[config.mk]
export PLATFORM = sky130hd
export DESIGN_NAME = cmd_list_engine
export DESIGN_NICKNAME = d
export VERILOG_FILES = /design/src/rtl/cle_pkg.sv /design/src/rtl/cle_ram.sv /design/src/rtl/cle_seq.sv /design/src/rtl/cmd_list_engine.sv
export SDC_FILE = /design/constraint.sdc
export NUM_CORES = 1
export LEC_CHECK = 0
export BUFFER_PORTS_ARGS = -buffer_cell sky130_fd_sc_hd__buf_2
export CAP_MARGIN = 20
export CORE_MARGIN = 2
export CORE_UTILIZATION = 55
export DETAILED_ROUTE_END_ITERATION = 12
export GPL_TIMING_DRIVEN = 0
export PLACE_DENSITY_LB_ADDON = 0.12
export SLEW_MARGIN = 20
export SYNTH_ARGS = -nofsm -noshare
export SYNTH_HDL_FRONTEND = slang
export SYNTH_SLANG_ARGS = --single-unit
[constraint.sdc]
create_clock -name clk -period 4.7 [get_ports clk]
set_input_delay 0.235 -clock clk [delete_from_list [all_inputs] [get_ports clk]]
set_output_delay 0.235 -clock clk [all_outputs]
set_load 0.005 [all_outputs]
[src/rtl/cle_pkg.sv]
package cle_pkg;
  typedef enum logic [1:0] {
    OP_READ  = 2'b00,
    OP_WRITE = 2'b01,
    OP_CHECK = 2'b10,
    OP_RSVD  = 2'b11
  } op_e;

  typedef struct packed {
    op_e         op;
    logic [13:0] addr;
    logic [7:0]  mask;
    logic [7:0]  data;
  } cmd_t;

  typedef enum logic [1:0] {
    ST_IDLE = 2'b00,
    ST_WAIT = 2'b01,
    ST_EXEC = 2'b10
  } state_e;

  localparam int CTL_START_BIT = 31;
  localparam int CTL_AUTO_BIT  = 30;
  localparam int CTL_LEN_W     = 24;
endpackage

[src/rtl/cle_ram.sv]
module cle_ram #(
  parameter int DW    = 8,
  parameter int DEPTH = 64,
  parameter int NRD   = 1,
  localparam int AW   = $clog2(DEPTH)
) (
  input  logic                     clk,
  input  logic                     we,
  input  logic [AW-1:0]            waddr,
  input  logic [DW-1:0]            wdata,
  input  logic [NRD-1:0][AW-1:0]   raddr,
  output logic [NRD-1:0][DW-1:0]   rdata
);
  logic [DW-1:0] mem [DEPTH];

  always_ff @(posedge clk) begin
    if (we) mem[waddr] <= wdata;
  end

  // one synchronous read port per requester
  for (genvar g = 0; g < NRD; g++) begin : g_rd
    logic [DW-1:0] q;
    always_ff @(posedge clk) q <= mem[raddr[g]];
    assign rdata[g] = q;
  end
endmodule

[src/rtl/cle_seq.sv]
module cle_seq
  import cle_pkg::*;
#(
  parameter int REG_DEPTH = 64,
  parameter int MAX_CMDS  = 16,
  localparam int AW = $clog2(REG_DEPTH),
  localparam int BW = $clog2(MAX_CMDS),
  localparam int CW = $clog2(MAX_CMDS + 1)
) (
  input  logic          clk,
  input  logic          rst,
  input  logic          cfg_we,
  input  logic          cfg_sel,
  input  logic [31:0]   cfg_wdata,
  input  logic          stop,
  output logic          mem_req,
  output logic [31:0]   mem_addr,
  input  logic          mem_rsp_valid,
  input  logic [31:0]   mem_rsp_data,
  output logic [AW-1:0] rf_raddr,
  input  logic [7:0]    rf_rdata,
  output logic          rf_we,
  output logic [AW-1:0] rf_waddr,
  output logic [7:0]    rf_wdata,
  output logic          rb_we,
  output logic [BW-1:0] rb_waddr,
  output logic [7:0]    rb_wdata,
  output logic          busy,
  output logic          done_irq,
  output logic          result_fail,
  output logic [CW-1:0] rsp_count
);
  state_e        state_q;
  logic [31:0]   base_q, addr_q, word_q;
  logic          auto_q, busy_q, done_q, fail_q, req_q;
  logic [CW-1:0] total_q, idx_q, rcnt_q;

  cmd_t cmd, rsp_cmd;
  assign cmd     = cmd_t'(word_q);
  assign rsp_cmd = cmd_t'(mem_rsp_data);

  // control word decode
  logic [CTL_LEN_W-3:0] words;
  logic [CW-1:0]        n_cmds;
  logic                 start_req;
  assign words     = cfg_wdata[CTL_LEN_W-1:2];
  assign n_cmds    = (words > (CTL_LEN_W-2)'(MAX_CMDS)) ? CW'(MAX_CMDS) : words[CW-1:0];
  assign start_req = cfg_we && cfg_sel && cfg_wdata[CTL_START_BIT] && (state_q == ST_IDLE);

  logic unused_ok;
  assign unused_ok = ^{cfg_wdata[29:24], cfg_wdata[1:0]};

  // command execution
  logic in_exec, addr_ok, check_bad, cmd_bad, last_cmd;
  assign in_exec   = (state_q == ST_EXEC) && !stop;
  assign addr_ok   = cmd.addr < 14'(REG_DEPTH);
  assign check_bad = (cmd.op == OP_CHECK) && ((rf_rdata & cmd.mask) != (cmd.data & cmd.mask));
  assign cmd_bad   = !addr_ok || (cmd.op == OP_RSVD) || check_bad;
  assign last_cmd  = (idx_q + 1'b1) == total_q;

  assign rf_raddr = rsp_cmd.addr[AW-1:0];
  assign rf_we    = in_exec && (cmd.op == OP_WRITE) && addr_ok;
  assign rf_waddr = cmd.addr[AW-1:0];
  assign rf_wdata = (rf_rdata & ~cmd.mask) | (cmd.data & cmd.mask);
  assign rb_we    = in_exec && (cmd.op == OP_READ) && addr_ok && auto_q;
  assign rb_waddr = rcnt_q[BW-1:0];
  assign rb_wdata = rf_rdata;

  always_ff @(posedge clk) begin
    if (rst) begin
      state_q <= ST_IDLE;
      base_q  <= '0;
      addr_q  <= '0;
      word_q  <= '0;
      auto_q  <= 1'b0;
      busy_q  <= 1'b0;
      done_q  <= 1'b0;
      fail_q  <= 1'b0;
      req_q   <= 1'b0;
      total_q <= '0;
      idx_q   <= '0;
      rcnt_q  <= '0;
    end else begin
      done_q <= 1'b0;
      req_q  <= 1'b0;
      if (cfg_we && !cfg_sel && state_q == ST_IDLE) base_q <= cfg_wdata;
      case (state_q)
        ST_IDLE: begin
          if (start_req) begin
            fail_q  <= 1'b0;
            rcnt_q  <= '0;
            auto_q  <= cfg_wdata[CTL_AUTO_BIT];
            total_q <= n_cmds;
            idx_q   <= '0;
            if (n_cmds == '0) begin
              done_q <= 1'b1;
            end else begin
              busy_q  <= 1'b1;
              req_q   <= 1'b1;
              addr_q  <= base_q;
              state_q <= ST_WAIT;
            end
          end
        end
        ST_WAIT: begin
          if (stop) begin
            busy_q  <= 1'b0;
            state_q <= ST_IDLE;
          end else if (mem_rsp_valid) begin
            word_q  <= mem_rsp_data;
            state_q <= ST_EXEC;
          end
        end
        ST_EXEC: begin
          if (stop) begin
            busy_q  <= 1'b0;
            state_q <= ST_IDLE;
          end else begin
            if (rb_we) rcnt_q <= rcnt_q + 1'b1;
            if (cmd_bad || last_cmd) begin
              fail_q  <= cmd_bad;
              done_q  <= 1'b1;
              busy_q  <= 1'b0;
              state_q <= ST_IDLE;
            end else begin
              idx_q   <= idx_q + 1'b1;
              req_q   <= 1'b1;
              addr_q  <= addr_q + 32'd4;
              state_q <= ST_WAIT;
            end
          end
        end
        default: state_q <= ST_IDLE;
      endcase
    end
  end

  assign mem_req     = req_q;
  assign mem_addr    = addr_q;
  assign busy        = busy_q;
  assign done_irq    = done_q;
  assign result_fail = fail_q;
  assign rsp_count   = rcnt_q;

  // a fetch is only ever issued by a running list, one at a time
  assert_req_busy_R1: assert property (@(posedge clk) disable iff (rst)
    mem_req |-> busy);
  assert_single_req_R1: assert property (@(posedge clk) disable iff (rst)
    mem_req |=> !mem_req);
  // captured bytes never exceed the buffer
  assert_rsp_bound_R4: assert property (@(posedge clk) disable iff (rst)
    rsp_count <= CW'(MAX_CMDS));
  // a fail result only appears together with completion
  assert_fail_with_done_R5: assert property (@(posedge clk) disable iff (rst)
    $rose(result_fail) |-> done_irq);
  // an out-of-range address ends the list as FAIL
  assert_bad_addr_R6: assert property (@(posedge clk) disable iff (rst)
    (state_q == ST_EXEC && !stop && !addr_ok) |=> (done_irq && result_fail));
  // completion is a single pulse and the engine is idle with it
  assert_done_pulse_R7: assert property (@(posedge clk) disable iff (rst)
    done_irq |=> !done_irq);
  assert_done_idle_R7: assert property (@(posedge clk) disable iff (rst)
    done_irq |-> !busy);
  // stop drops busy without an interrupt
  assert_stop_clears_R8: assert property (@(posedge clk) disable iff (rst)
    (busy && stop) |=> (!busy && !done_irq));
endmodule

[src/rtl/cmd_list_engine.sv]
module cmd_list_engine #(
  parameter int REG_DEPTH = 64,
  parameter int MAX_CMDS  = 16,
  localparam int AW = $clog2(REG_DEPTH),
  localparam int BW = $clog2(MAX_CMDS),
  localparam int CW = $clog2(MAX_CMDS + 1)
) (
  input  logic          clk,
  input  logic          rst,
  input  logic          cfg_we,
  input  logic          cfg_sel,
  input  logic [31:0]   cfg_wdata,
  input  logic          stop,
  output logic          mem_req,
  output logic [31:0]   mem_addr,
  input  logic          mem_rsp_valid,
  input  logic [31:0]   mem_rsp_data,
  output logic          busy,
  output logic          done_irq,
  output logic          result_fail,
  output logic [CW-1:0] rsp_count,
  input  logic [AW-1:0] reg_rd_addr,
  output logic [7:0]    reg_rd_data,
  input  logic [BW-1:0] rsp_rd_idx,
  output logic [7:0]    rsp_rd_data
);
  logic [AW-1:0] rf_raddr, rf_waddr;
  logic [7:0]    rf_rdata, rf_wdata, rb_wdata;
  logic          rf_we, rb_we;
  logic [BW-1:0] rb_waddr;
  logic [1:0][AW-1:0] rf_ra;
  logic [1:0][7:0]    rf_rd;

  assign rf_ra       = {reg_rd_addr, rf_raddr};
  assign rf_rdata    = rf_rd[0];
  assign reg_rd_data = rf_rd[1];

  cle_seq #(.REG_DEPTH(REG_DEPTH), .MAX_CMDS(MAX_CMDS)) u_seq (
    .clk(clk), .rst(rst),
    .cfg_we(cfg_we), .cfg_sel(cfg_sel), .cfg_wdata(cfg_wdata), .stop(stop),
    .mem_req(mem_req), .mem_addr(mem_addr),
    .mem_rsp_valid(mem_rsp_valid), .mem_rsp_data(mem_rsp_data),
    .rf_raddr(rf_raddr), .rf_rdata(rf_rdata),
    .rf_we(rf_we), .rf_waddr(rf_waddr), .rf_wdata(rf_wdata),
    .rb_we(rb_we), .rb_waddr(rb_waddr), .rb_wdata(rb_wdata),
    .busy(busy), .done_irq(done_irq), .result_fail(result_fail),
    .rsp_count(rsp_count)
  );

  cle_ram #(.DW(8), .DEPTH(REG_DEPTH), .NRD(2)) u_regs (
    .clk(clk), .we(rf_we), .waddr(rf_waddr), .wdata(rf_wdata),
    .raddr(rf_ra), .rdata(rf_rd)
  );

  cle_ram #(.DW(8), .DEPTH(MAX_CMDS), .NRD(1)) u_rsp (
    .clk(clk), .we(rb_we), .waddr(rb_waddr), .wdata(rb_wdata),
    .raddr(rsp_rd_idx), .rdata(rsp_rd_data)
  );
endmodule

# Word-level counts from Yosys, hierarchy flattened
# Memory sizes are Yosys's and may differ from the RTL's. A register that Yosys moved wholly into a read port is not among the register bits.
# Cells that the tools add are included.
# op_classes
add_sub_neg,3
magnitude_cmp,2
n_eq_ne,16
n_mux,44
bitwise,6
reduce_logical,31
# ops
op,n
32-bit two-way mux,4
32-bit one-hot mux with 2 select lines,1
32-bit by 3-bit adder with 32-bit output (second input constant),1
5-bit two-way mux,6
8-bit AND,3
22-bit by 5-bit greater-than comparator with 1-bit output (second input constant),1
1-bit two-way mux,21
5-bit one-hot mux with 2 select lines,2
14-bit by 7-bit < comparator with 1-bit output (second input constant),1
1-bit logical AND,12
2-bit inequality test (second input constant),6
4-bit AND reduction,3
5-bit by 1-bit adder with 5-bit output (second input constant),2
2-bit two-way mux,5
5-bit AND reduction,2
8-bit inequality test,1
8-bit inverter,1
8-bit bitwise OR,1
2-bit == test (second input constant),3
3-bit inequality test (second input constant),2
1-bit one-hot mux with 2 select lines,3
2-bit one-hot mux with 3 select lines,1
3-bit AND reduction,2
5-bit == test,1
11 further kinds,17
# word_totals
regBits,118
ramBits,640
input_bits,80
word_cells,116
mem_count,2
# memory_table
memory,words,word_bits,read_ports,rd_clocked_by_memory_dff,wr,line_no,rtl
u_regs.mem,64,8,2,2,1,cle_ram.sv:14,logic [DW-1:0] mem [DEPTH];
u_rsp.mem,16,8,1,1,1,cle_ram.sv:14,

# Logic depth before layout (Yosys ltp)
# depth
depth_word,8
ltp_mapped,11

# Hierarchy
# A second synthesis with hierarchy kept.
# unflattened
cells_unflattened,2201
area_unflattened_um2,35267.6
# by_module_without_submodules
mod,n_inst,cells_each,area_each_um2,seq_area_each_um2
cle_ram at u_regs,1,1211,24269.5,15695.1
cle_seq,1,761,5850.6,2362.3
cle_ram at u_rsp,1,229,5147.4,4003.8

# Worst setup path after synthesis
# OpenSTA, ideal clock, no wires.
# synth_path
kind,register -> register
start,"register u_seq.word_q[22], in the netlist u_seq.cmd[22]"
end,memory u_regs.mem[30][0] (enable)
t_arrival_ns,2.069
t_required_ns,4.330
path_slack_ns,2.260
stages_incl_launch_ff,7
n_path_buf,0
period_less_slack_ns,2.440
cell_sequence,dfxtp_1 or4_1 nor4_2 nand2_1 nor2_1 nand3_1 nor2_1
# synth_via
elab_chain_len,4
# synth_rtl
element,line_no,rtl
"start, declared",cle_seq.sv:34,"logic [31:0] base_q, addr_q, word_q;"
"start signal, assigned",cle_seq.sv:110,word_q <= mem_rsp_data;
14-bit by 7-bit < comparator with 1-bit output,cle_seq.sv:56,assign addr_ok = cmd.addr < 14'(REG_DEPTH);
1-bit logical AND,cle_seq.sv:62,assign rf_we = in_exec && (cmd.op == OP_WRITE) && addr_ok;
1-bit two-way mux,cle_ram.sv:17,if (we) mem[waddr] <= wdata;
1-bit two-way mux (not written as such),cle_ram.sv:17,
"end, declared",cle_ram.sv:14,
# No other way between the ends.

# Worst setup path in the final report
# layout_path
start,register u_seq.state_q[0]
end,memory u_regs.mem[46][4] (enable)
# layout_via
elab_chain_len,6
# layout_rtl
element,line_no,rtl
"start, declared",cle_seq.sv:33,state_e state_q;
"start signal, assigned",cle_seq.sv:71,state_q <= ST_IDLE;
"start signal, assigned",cle_seq.sv:101,state_q <= ST_WAIT;
"start signal, assigned",cle_seq.sv:108,state_q <= ST_IDLE;
2-bit == test,cle_seq.sv:55,assign in_exec = (state_q == ST_EXEC) && !stop;
1-bit logical AND,cle_seq.sv:55,
1-bit logical AND (2 in a row),cle_seq.sv:62,
1-bit two-way mux,cle_ram.sv:17,
1-bit two-way mux (not written as such),cle_ram.sv:17,
# No other way between the ends.

==> metrics.cfg <==
[synth]
synth_area_leaders=edfxtp_1, mux4_2, dfxtp_1
yosysUniqueCellTypes=65
ys_async_sr_fraction_pct=0
ys_seq_elements=782
synth_top_area_share_pct=55.3
yosysTopAreaCell=edfxtp_1
yosysSeqAreaShare_pct=63.5
synth_edf_count=640
avgSynthCellArea_um2=17.8
syn_inst=1954
ys_warn_count=0
synth.cell_area_um2=34700
synth_ff_type=edfxtp_1
syn-num-nets=2044

[timing]
period_share_pct=82.4
fin_worst_skew_ns=0.0183
rsz0062_at_grt=false
hold_viol=0
setup_ws_ns=0.829
slew_viol_final=0
tightest_slew_ns=1.04
fmax_mhz=258
setup_viol=0
fin_tns_setup_ns=0
slew_headroom_pct=30.8
period_needed_ns=3.87

[placement]
dp_cells=2923
dp_slack_ns=1.01
hpwl_um=64400
gp_congestion=0.897
port_buffers=122

[power]
max-vdd-ir-drop_mv=0.303
power_density_nw_per_um2=413
leakagePower_nw=12.8

[worst_setup_path]
r2r_cells=9
path_max_fanout=8
crit_required_ns=4.95
reg2reg_setup_slack_ns=0.83
timing.rr.start=u_seq.state_q[0]
critical_path_arrival_ns=4.12
rr_endpoint=u_regs.mem[46][4]
worst-setup-path-type=reg2reg
critical_path.startpoint=u_seq.state_q[0]
startpoint_type=register
worst_setup_path_end_kind=register

[clock_network]
htree_levels=3
cts.sinks=782
post_cts_buffers=0
cts_resized=0
cts_made_buffers=82
cts_root_buf=clkbuf_16
cts_tree=done
clk_latency_ns=0.64
path_clk_slew_ns=0.06
cts.path.max_buffers=3

[floorplanning]
core-area_um2=62700
rows=92
die_area_um2=65200
num_io_pins=137
die_x_um=255
die_h_um=255
start_util_pct=55.4

[route]
first_pass_iters=6
avgViaCountPerCell=6.59
wire_per_inst_um=30.1
vias=20700
ant_nets=0
drc_errors=0
wirelength_um=94300
drtIter0Drc=2965

[global_route]
gr-usage-met1_pct=41.2
first_global_vias=20600
grtUsageTotal_pct=29.2
use_met2_pct=45.7
grt-busiest-layer=met2
antenna_found_initial=4
grt_max_degree=65
overflow=0
grt_pass1_wl_um=138000
met3_usage_pct=6.06

[run]
cap_violations=0

[worst_hold_path]
hold_class=in2reg
hold-path-endpoint=u_seq.result_fail
whs_path_depth=4
hp-start=rst

[cells_and_area]
final_cells=3137
drive_above_1_share_pct=30.2
nets=2310
area_delta_synth_final_pct=14.5
fillers=4396

[status]
outcome=completed

[worst max-delay path by stage]
stage | end | slack, ns
3_5_place_dp | u_regs.mem[30][5] | 1.01
4_1_cts | u_regs.mem[30][5] | 0.95
5_1_grt | u_regs.mem[30][5] | 0.67
3_3_place_gp | u_regs.mem[46][4] | 1.13
6_report | u_regs.mem[46][4] | 0.83
2_1_floorplan | u_regs.mem[30][0] | 2.26
[metrics by stage]
step	instance area, µm²	total power [W]	hold WS (ns)	utilization, %
after floorplan	34700	0.00922	0.371	-
after global placement	36400	0.00991	0.441	58.0
after detailed placement	36500	0.00997	0.447	58.1
after CTS	39800	0.0165	0.00372	63.4
after global routing	39800	0.0169	0.0513	63.4
final	39800	0.0164	0.0324	63.4
[cell usage after synthesis, types with 10 or more instances]
library cell  number
a21oi_1          111
and2_1            17
buf_1             26
buf_2             25
clkbuf_1          77
dfxtp_1          142
edfxtp_1         640
ha_1              10
inv_1             10
mux2i_1           11
mux4_2           376
nand2_1          170
nand2b_1          16
nand3_1           20
nor2_1           111
nor3_1            17
o21ai_0           13
o32ai_1           12
xor2_1            17
[routing by layer]
layer	part of all wire, %	vias to the layer above
li1	-	8576
met1	39	10700
met2	48	1156
met3	9.5	194
met4	3.9	2
met5	0.014	-
[sequential cells by signal, indices dropped and copies added (netlist names)]
signal	cells
u_rsp.rdata	8
u_seq.state_q	2
u_regs.g_rd.q	16
u_seq.idx_q	5
u_seq.total_q	5
u_seq.done_irq	1
u_seq.cmd	32
u_seq.mem_req	1
u_seq.mem_addr	32
u_rsp.mem	128
u_seq.rsp_count	5
u_seq.result_fail	1
u_seq.auto_q	1
u_seq.busy	1
u_regs.mem	512
u_seq.base_q	32
[what timing repair did]
action                                  CTS  global route
hold buffers                             58             0
endpoints found under the hold margin    64             0
endpoints found under the setup margin    0             0
[logic make-up (layout without fill, tap and decap cells)]
family          after synthesis  after routing  synth area share (%)
simple gates                410            410                  5.51
mux                         396            396                  25.0
buf+inv                     145            479                  1.74
flops                       782            782                  63.5
xor+xnor                     22             22                 0.555
compound gates              189            189                  3.36
other cells                   0              3                     0
fa+ha+maj                    10             10                 0.360
[power breakdown]
part	internal [W]	switching, W
Clock	0.00380	0.00273
Combinational	0.000704	0.00118
Sequential	0.00783	0.000163
Total	0.0123	0.00408
[placed cells by master, fill, tap and decap left out, types with 7 or more instances in the layout]
cell,synthesis,routed
a21oi_1,111,111
clkinv_2,0,15
buf_2,25,147
buf_1,26,25
nand4_1,8,8
nand2b_1,16,16
mux4_2,376,376
and2_1,17,17
o21ai_0,13,13
clkbuf_8,0,13
nor3_1,17,17
mux2i_1,11,11
xor2_1,17,17
clkbuf_16,0,83
a22oi_1,9,9
nand2_1,170,170
inv_1,10,10
dfxtp_1,142,142
nand3_1,20,20
o32ai_1,12,12
nor2_1,111,111
dlygate4sd3_1,0,58
mux2_4,0,7
clkbuf_1,77,94
nor4_1,7,7
edfxtp_1,640,640
ha_1,10,10
[worst max-delay path, stage by stage, from the launching register on]
cell,delay [ns]
dfxtp_1,0.34
inv_1,0.09
ha_1,0.14
clkbuf_1,0.30
nand2b_1,0.20
nor4_2,0.37
nand2_1,0.11
nor2_1,0.36
nand3_1,0.63
nor2_1,0.94
[area by class of cell]
class / count / area (µm²) / area share (%)
sequential: 782 / 22100 / 55.4
multi-input combinational: 1027 / 12100 / 30.4
tap: 846 / 1060 / 2.66
antenna: 3 / 7.51 / 0.0189
clock buffer: 115 / 2330 / 5.85
buffer: 135 / 572 / 1.44
inverter: 10 / 37.5 / 0.0943
clock inverter: 37 / 392 / 0.984
timing repair buffer: 182 / 1230 / 3.10
Note: power is estimated with default switching activity, not from simulation.
